--- src/rtl/ipc_mbx_pkg.sv ---
package ipc_mbx_pkg;

    // Byte offsets of the mailbox registers
    localparam int OFF_REQ_PTR   = 'h0;
    localparam int OFF_FLAGS     = 'h4;
    localparam int OFF_REPLY_PTR = 'h8;

    // Write strobes decoded from one port
    typedef struct packed {
        logic req_ptr;
        logic flags;
        logic reply_ptr;
    } wr_hit_t;

    // Read selection for one port
    typedef enum logic [1:0] {
        RSEL_NONE  = 2'd0,
        RSEL_REQ   = 2'd1,
        RSEL_FLAGS = 2'd2,
        RSEL_REPLY = 2'd3
    } rsel_e;

endpackage

--- src/rtl/ipc_port_decode.sv ---
module ipc_port_decode
    import ipc_mbx_pkg::*;
#(
    parameter int ADDR_W = 4
) (
    input  logic              wr,
    input  logic [ADDR_W-1:0] addr,
    output wr_hit_t           hit,
    output rsel_e             rsel
);

    always_comb begin
        hit  = '0;
        rsel = RSEL_NONE;
        if (addr == ADDR_W'(OFF_REQ_PTR)) begin
            rsel        = RSEL_REQ;
            hit.req_ptr = wr;
        end else if (addr == ADDR_W'(OFF_FLAGS)) begin
            rsel      = RSEL_FLAGS;
            hit.flags = wr;
        end else if (addr == ADDR_W'(OFF_REPLY_PTR)) begin
            rsel          = RSEL_REPLY;
            hit.reply_ptr = wr;
        end
    end

endmodule

--- src/rtl/ipc_ptr_reg.sv ---
module ipc_ptr_reg #(
    parameter int DATA_W     = 32,
    parameter int ALIGN_BITS = 2
) (
    input  logic              clk,
    input  logic              rst_n,
    input  logic              we,
    input  logic [DATA_W-1:0] wdata,
    output logic [DATA_W-1:0] ptr
);

    localparam logic [DATA_W-1:0] ALIGN_MASK = ~((DATA_W'(1) << ALIGN_BITS) - DATA_W'(1));

    typedef struct packed {
        logic [DATA_W-1:0] ptr;
    } state_t;

    state_t st_d, st_q;

    always_comb begin
        st_d = st_q;
        if (we) begin
            st_d.ptr = wdata & ALIGN_MASK;
        end
    end

    always_ff @(posedge clk) begin
        if (!rst_n) begin
            st_q <= '0;
        end else begin
            st_q <= st_d;
        end
    end

    assign ptr = st_q.ptr;

    // a write is captured with the alignment bits cleared
    a_r2_ptr_capture: assert property (@(posedge clk) disable iff (!rst_n)
        we |=> (ptr == ($past(wdata) & ALIGN_MASK)));

    // without a write from the owning port the pointer holds
    a_r4_ptr_hold: assert property (@(posedge clk) disable iff (!rst_n)
        !we |=> $stable(ptr));

endmodule

--- src/rtl/ipc_flag_reg.sv ---
module ipc_flag_reg #(
    parameter int                FLAG_W   = 8,
    parameter logic [FLAG_W-1:0] REQ_MASK = 'h01,
    parameter logic [FLAG_W-1:0] SVC_MASK = 'h14
) (
    input  logic              clk,
    input  logic              rst_n,
    input  logic              req_we,
    input  logic [FLAG_W-1:0] req_wdata,
    input  logic              svc_we,
    input  logic [FLAG_W-1:0] svc_wdata,
    output logic [FLAG_W-1:0] flags
);

    localparam logic [FLAG_W-1:0] LIVE_MASK = REQ_MASK | SVC_MASK;

    typedef struct packed {
        logic [FLAG_W-1:0] flags;
    } state_t;

    state_t            st_d, st_q;
    logic [FLAG_W-1:0] set_m, clr_m;

    always_comb begin
        set_m = '0;
        clr_m = '0;
        if (req_we) begin
            set_m = set_m | (req_wdata & REQ_MASK);
            clr_m = clr_m | (req_wdata & SVC_MASK);
        end
        if (svc_we) begin
            set_m = set_m | (svc_wdata & SVC_MASK);
            clr_m = clr_m | (svc_wdata & REQ_MASK);
        end
        st_d       = st_q;
        st_d.flags = ((st_q.flags & ~clr_m) | set_m) & LIVE_MASK;
    end

    always_ff @(posedge clk) begin
        if (!rst_n) begin
            st_q <= '0;
        end else begin
            st_q <= st_d;
        end
    end

    assign flags = st_q.flags;

    // a requested set always lands, even against a clear
    a_r8_set_wins: assert property (@(posedge clk) disable iff (!rst_n)
        (req_we && (req_wdata & REQ_MASK) != '0) |=>
            ((flags & $past(req_wdata) & REQ_MASK) == ($past(req_wdata) & REQ_MASK)));

    a_r5_svc_set: assert property (@(posedge clk) disable iff (!rst_n)
        (svc_we && (svc_wdata & SVC_MASK) != '0) |=>
            ((flags & $past(svc_wdata) & SVC_MASK) == ($past(svc_wdata) & SVC_MASK)));

    // a clear from the service side with no requester set drops bit 0 mask
    a_r6_svc_clear: assert property (@(posedge clk) disable iff (!rst_n)
        (svc_we && !req_we && (svc_wdata & REQ_MASK) != '0) |=>
            ((flags & $past(svc_wdata) & REQ_MASK) == '0));

    // bits outside both masks never become set
    a_r7_dead_bits: assert property (@(posedge clk) disable iff (!rst_n)
        (flags & ~LIVE_MASK) == '0);

    // no write from either port keeps the flags
    a_r6_idle_hold: assert property (@(posedge clk) disable iff (!rst_n)
        (!req_we && !svc_we) |=> $stable(flags));

endmodule

--- src/rtl/ipc_mailbox.sv ---
module ipc_mailbox
    import ipc_mbx_pkg::*;
#(
    parameter int                ADDR_W     = 4,
    parameter int                DATA_W     = 32,
    parameter int                FLAG_W     = 8,
    parameter int                ALIGN_BITS = 2,
    parameter logic [FLAG_W-1:0] REQ_MASK   = 'h01,
    parameter logic [FLAG_W-1:0] SVC_MASK   = 'h14
) (
    input  logic              clk,
    input  logic              rst_n,
    input  logic              req_wr,
    input  logic [ADDR_W-1:0] req_addr,
    input  logic [DATA_W-1:0] req_wdata,
    output logic [DATA_W-1:0] req_rdata,
    input  logic              svc_wr,
    input  logic [ADDR_W-1:0] svc_addr,
    input  logic [DATA_W-1:0] svc_wdata,
    output logic [DATA_W-1:0] svc_rdata,
    output logic              svc_irq,
    output logic              req_irq
);

    localparam int NPORT  = 2;
    localparam int P_REQ  = 0;
    localparam int P_SVC  = 1;

    logic [NPORT-1:0]             port_wr;
    logic [NPORT-1:0][ADDR_W-1:0] port_addr;
    logic [NPORT-1:0][DATA_W-1:0] port_wdata;
    logic [NPORT-1:0][DATA_W-1:0] port_rdata;
    wr_hit_t                      hit  [NPORT];
    rsel_e                        rsel [NPORT];

    logic [DATA_W-1:0] req_ptr, reply_ptr;
    logic [FLAG_W-1:0] flags;

    assign port_wr    = {svc_wr, req_wr};
    assign port_addr  = {svc_addr, req_addr};
    assign port_wdata = {svc_wdata, req_wdata};

    // One decoder and read mux per port
    for (genvar p = 0; p < NPORT; p++) begin : g_port
        ipc_port_decode #(.ADDR_W(ADDR_W)) u_dec (
            .wr   (port_wr[p]),
            .addr (port_addr[p]),
            .hit  (hit[p]),
            .rsel (rsel[p])
        );

        always_comb begin
            unique case (rsel[p])
                RSEL_REQ:   port_rdata[p] = req_ptr;
                RSEL_FLAGS: port_rdata[p] = DATA_W'(flags);
                RSEL_REPLY: port_rdata[p] = reply_ptr;
                default:    port_rdata[p] = '0;
            endcase
        end
    end

    assign req_rdata = port_rdata[P_REQ];
    assign svc_rdata = port_rdata[P_SVC];

    // Request pointer: written by the requester only
    ipc_ptr_reg #(.DATA_W(DATA_W), .ALIGN_BITS(ALIGN_BITS)) u_req_ptr (
        .clk   (clk),
        .rst_n (rst_n),
        .we    (hit[P_REQ].req_ptr),
        .wdata (req_wdata),
        .ptr   (req_ptr)
    );

    // Reply pointer: written by the service side only
    ipc_ptr_reg #(.DATA_W(DATA_W), .ALIGN_BITS(ALIGN_BITS)) u_reply_ptr (
        .clk   (clk),
        .rst_n (rst_n),
        .we    (hit[P_SVC].reply_ptr),
        .wdata (svc_wdata),
        .ptr   (reply_ptr)
    );

    ipc_flag_reg #(.FLAG_W(FLAG_W), .REQ_MASK(REQ_MASK), .SVC_MASK(SVC_MASK)) u_flags (
        .clk       (clk),
        .rst_n     (rst_n),
        .req_we    (hit[P_REQ].flags),
        .req_wdata (req_wdata[FLAG_W-1:0]),
        .svc_we    (hit[P_SVC].flags),
        .svc_wdata (svc_wdata[FLAG_W-1:0]),
        .flags     (flags)
    );

    assign svc_irq = |(flags & REQ_MASK);
    assign req_irq = |(flags & SVC_MASK);

    // a service write at the request pointer offset alone changes nothing
    a_r4_svc_no_req_ptr: assert property (@(posedge clk) disable iff (!rst_n)
        (svc_wr && svc_addr == ADDR_W'(OFF_REQ_PTR) && !req_wr) |=> $stable(req_rdata) || $changed(req_addr));

    // the service interrupt rises only after a requester flag write
    a_r9_svc_irq_source: assert property (@(posedge clk) disable iff (!rst_n)
        $rose(svc_irq) |-> $past(req_wr && req_addr == ADDR_W'(OFF_FLAGS)));

    a_r9_req_irq_source: assert property (@(posedge clk) disable iff (!rst_n)
        $rose(req_irq) |-> $past(svc_wr && svc_addr == ADDR_W'(OFF_FLAGS)));

endmodule

--- config.mk ---
export PLATFORM = sky130hd
export DESIGN_NAME = ipc_mailbox
export DESIGN_NICKNAME = d
export VERILOG_FILES = /design/src/rtl/ipc_mbx_pkg.sv /design/src/rtl/ipc_port_decode.sv /design/src/rtl/ipc_ptr_reg.sv /design/src/rtl/ipc_flag_reg.sv /design/src/rtl/ipc_mailbox.sv
export SDC_FILE = /design/constraint.sdc
export NUM_CORES = 1
export LEC_CHECK = 0
export BUFFER_PORTS_ARGS = -buffer_cell sky130_fd_sc_hd__buf_4
export CORE_MARGIN = 2
export CORE_UTILIZATION = 35
export CTS_CLUSTER_SIZE = 30
export DETAILED_ROUTE_END_ITERATION = 10
export MAX_ROUTING_LAYER = met4
export PLACE_DENSITY = 0.71
export SETUP_SLACK_MARGIN = 0.4
export SLEW_MARGIN = 20
export SYNTH_ARGS = -nofsm -noshare
export SYNTH_HDL_FRONTEND = slang
export SYNTH_SLANG_ARGS = --single-unit
--- constraint.sdc ---
create_clock -name clk -period 2.44 [get_ports clk]
set_input_delay 0.122 -clock clk [delete_from_list [all_inputs] [get_ports clk]]
set_output_delay 0.122 -clock clk [all_outputs]
set_load 0.02 [all_outputs]
Yosys cells after proc, flatten, opt, wreduce, memory -nomap -nowiden
Index checks and enable logic that the tools add are counted.

operators by class
  reduce and logical (&&, ||, !) cells = 3
  muxes and demuxes = 21
  bitwise logic cells = 5
  equal/unequal tests = 10

operators by type and width
  kind                                           count
  one-hot mux 32 bit (3 select lines)            2
  two-way mux 2 bit                              8
  two-way mux 5 bit                              3
  == test 2 bit, second input constant           4
  == test 4 x 3 -> 1 bit, second input constant  2
  == test 4 bit, second input constant           2
  zero test 4 bit                                2
  two-way mux 1 bit                              8
  AND 5 bit                                      1
  NOT 5 bit                                      1
  OR 1 x 5 -> 5 bit                              1
  OR 5 x 1 -> 5 bit                              1
  OR 5 bit                                       1
  == test 2 x 1 -> 1 bit, second input constant  2
  OR reduction 2 bit                             1

word-level totals
  flip-flop bits (word level) = 63
  word-level logic and storage cells = 42

Depth between registers and ports, before layout
  depth in word-level cells = 10
  mapped depth = 5
  gate-level depth less buffers = 3

By module
Synthesis repeated with hierarchy kept, for this count alone.

unflattened totals
  cells, all modules = 380
  area, all modules = 3900.0 sq um

by module, submodules not included
  module           instances  cells each  seq. area each (sq um)  area an instance (sq um)
  ipc_ptr_reg      2          100         600.6                   1189.9
  ipc_mailbox      1          148         0.0                     1260.0
  ipc_flag_reg     1          18          60.1                    157.7
  ipc_port_decode  2          7           0.0                     51.3

Worst setup path before layout
No wires, ideal clock.

  path type = input to output
  start = input svc_addr[1]
  end = output svc_rdata[2]
  data required time = 2.318 ns
  path slack = 1.206 ns
  data arrival time = 1.112 ns
  stages on the path = 4
  path buffers = 1
  cells stage by stage = nor4_1 -> clkbuf_1 -> a222oi_1 -> inv_1

between the ends
  longest elaborated chain between the ends = 6

RTL lines
  element                                                         line                   text
  from (decl)                                                     ipc_mailbox.sv:18      input logic [ADDR_W-1:0] svc_addr,
  == test 4 bit                                                   ipc_port_decode.sv:21  end else if (addr == ADDR_W'(OFF_REPLY_PTR)) begin
  two-way mux 2 bit                                               ipc_port_decode.sv:21
  two-way mux 2 bit                                               ipc_port_decode.sv:18  end else if (addr == ADDR_W'(OFF_FLAGS)) begin
  two-way mux 2 bit (*)                                           ipc_port_decode.sv:15  if (addr == ADDR_W'(OFF_REQ_PTR)) begin
  == test 2 bit / == test 2 x 1 -> 1 bit (equally long branches)  ipc_mailbox.sv:53      unique case (rsel[p])
  one-hot mux 32 bit (3 select lines) (*)                         ipc_mailbox.sv:53
  to (decl)                                                       ipc_mailbox.sv:20      output logic [DATA_W-1:0] svc_rdata,

Every way passes the cells marked *; elsewhere a longest branch is shown, timed or not.

Worst setup path in the final report
  start = input svc_addr[1]
  end = output svc_rdata[4]

Same word-level chain as after synthesis.

==> results.json <==
{
  "status": "finished, final reports clean",
  "postRouteAntennaNets": 0,
  "finalSetupTns_ns": 0,
  "root_buffer": "clkbuf_8",
  "antenna_found_initial": 0,
  "grt_max_degree": 73,
  "p_clk_share_pct": 37.0,
  "setup_viol": 0,
  "hold_path_class": "input pin to flip-flop",
  "ctsLongestPathBuffers": 2,
  "grt_pass1_wl_um": 14770,
  "p_sw_w": 0.0005011,
  "vias": 3096,
  "ios": 142,
  "rsz0062_at_grt": "no",
  "wl_per_cell_um": 15.59,
  "slew-limit-headroom_pct": 53.73,
  "p_leak_nw": 2.367,
  "avgSynthCellArea_um2": 8.669,
  "p_sw_share_pct": 24.62,
  "yosysWarnings": 0,
  "wl_um": 9322,
  "worst_setup_path_start_kind": "input pin",
  "ys_seq_elements": 63,
  "first_pass_iters": 4,
  "num-fill-cells": 849,
  "htreeDepth": 3,
  "hold_viol_final": 0,
  "overflow": 0,
  "place_hpwl_um": 6289,
  "area_delta_synth_final_pct": 40.89,
  "path_max_fanout": 30,
  "cts_setup_buffers": 0,
  "ys_types": 21,
  "crit_path_end_kind": "output pin",
  "die_y_um": 99.09,
  "coreArea_um2": 8763,
  "sequentialPowerShare_pct": 51.7,
  "clkTransAtPathRegs_ns": 0.07,
  "max_cap_violations": 0,
  "fin_util_pct": 50.87,
  "first_iter_violations": 112,
  "powerDensity_nw_per_um2": 456.5,
  "drc": 0,
  "synth_cells": 365,
  "tightest_slew_ns": 0.6941,
  "synth_area_um2": 3164,
  "clock-sinks": 63,
  "numCtsBuffers": 9,
  "critPathKind": "input pin to output pin",
  "p_int_w": 0.001534,
  "fin_crit_sh_pct": 62.49,
  "cp.required_ns": 2.32,
  "cts_tree": "done",
  "die_area_um2": 9818,
  "crit_arrival_ns": 1.40,
  "fp.dieW_um": 99.09,
  "combPwrFrac_pct": 11.3,
  "grt_usage_pct": 19.50,
  "postCtsHoldBufs": 0,
  "insertion_delay_ns": 0.33,
  "globalplace.congestion": 0.7457,
  "port_buffers": 137,
  "initial_utilization_pct": 36.11,
  "cts_resized": 0,
  "irDropWorstVdd_v": 0.0002282,
  "seq_area_frac_synth_pct": 39.86,
  "finalMaxSlewViolations": 0,
  "max_freq_ghz": 0.6558,
  "finClkSkew_ns": 0,
  "drive_gt1_share_pct": 33.88,
  "insertedDiodeCount": 0,
  "vias_per_cell": 5.177,
  "final_nets": 564,
  "period_needed_ns": 1.525,
  "whs_ns": 0.03309,
  "rows": 34,
  "grt_pass1_vias": 2946
}
-- state kept, by name (all words and copies together) (netlist names) --
signal	count
u_flags.flags	3
u_reply_ptr.ptr	30
u_req_ptr.ptr	30
-- layout make-up --
class                           count  area [um^2]  area share, %
Multi-Input combinational cell    267         1789          40.13
Sequential cell                    63         1261          28.29
Timing Repair Buffer              145         1114          24.98
Clock buffer                       11        141.4          3.171
Tap cell                          108        135.1          3.031
Clock inverter                      2        10.01         0.2245
Inverter                            2        7.507         0.1684
-- cells in the mapped netlist (all sizes together) --
library cell	number	area share [%]
a41o	1	0.32
nor4b	4	1.7
clkbuf	24	2.8
conb	1	0.12
a22o	56	16
a22oi	2	0.47
a31oi	1	0.20
dfxtp	63	40
inv	2	0.24
a222oi	2	0.63
and3	2	0.40
nand2	130	15
mux2i	60	19
and2	2	0.40
or2	1	0.20
o22ai	2	0.40
nor4	2	0.59
buf	10	1.7
-- critical path: stages --
cell and delay (ns):
buf_4 0.13, nor4_2 0.27, buf_4 0.40, a222oi_1 0.19, inv_1 0.12, buf_4 0.15
-- worst paths after layout --
check / start / end / slack [ns] / depth (start not counted)
min reg2reg: u_reply_ptr.ptr[9]$_SDFFE_PN0P_ / u_reply_ptr.ptr[9]$_SDFFE_PN0P_ / 0.48 / 2
max: svc_addr[1] / svc_rdata[4] / 0.92 / 6
min: svc_wdata[18] / u_reply_ptr.ptr[18]$_SDFFE_PN0P_ / 0.03 / 3
max reg2reg: u_flags.flags[0]$_SDFF_PN0_ / u_flags.flags[0]$_SDFF_PN0_ / 1.69 / 3
-- power by group through the flow --
stage          logic, W  registers [W]  clock network, W
2_1_floorplan  0.000101        0.00107                 0
3_3_place_gp   0.000228        0.00107                 0
3_5_place_dp   0.000231        0.00107                 0
4_1_cts        0.000232        0.00105          0.000776
5_1_grt        0.000251        0.00105          0.000825
6_report       0.000230        0.00105          0.000753
-- per-stage QoR --
step / setup slack [ns] / instance area, um^2 / total power, W / cells
2_1_floorplan: 1.206 / 3168 / 0.001174 / 366
3_3_place_gp: 0.8211 / 4307 / 0.001302 / 585
3_5_place_dp: 0.7792 / 4307 / 0.001306 / 585
4_1_cts: 0.9159 / 4458 / 0.002060 / 598
5_1_grt: 0.8384 / 4458 / 0.002128 / 598
6_report: 0.9152 / 4458 / 0.002035 / 598
-- layer usage --
layer | wire length [um] | track usage, % | vias to the layer above
met2 | 4456 | 30.09 | 101
met4 | 152 | 6.322 | 0
met1 | 4183 | 25.68 | 1464
met3 | 531 | 3.901 | 14
li1 | - | - | 1517
met5 | 0 | - | -
-- logic make-up (layout without fill, tap and decap cells) --
kind of cell	after synthesis	in the layout	share of synthesized area, %
buf+inv	36	160	4.824
simple gates	141	141	18.70
other cells	1	2	0.1185
compound gates	64	64	17.52
flops	63	63	39.86
mux	60	60	18.98
-- cells in the final DEF (no fill, tap or decap) --
cell type    n
buf_4      143
nand2_1    128
dfxtp_1     63
mux2i_1     60
a22o_1      56
clkbuf_8    10
nor4b_2      3
a22oi_1      2
and2_1       2
a222oi_1     2
inv_1        2
nand2_2      2
and3_1       2
o22ai_1      2
conb_1       2
clkinv_2     2
buf_12       2
nor4_2       1
nor4b_4      1
nor4_4       1
or2_2        1
a31oi_1      1
a41o_1       1
clkbuf_1     1
Power figures use the tool's default switching activity.
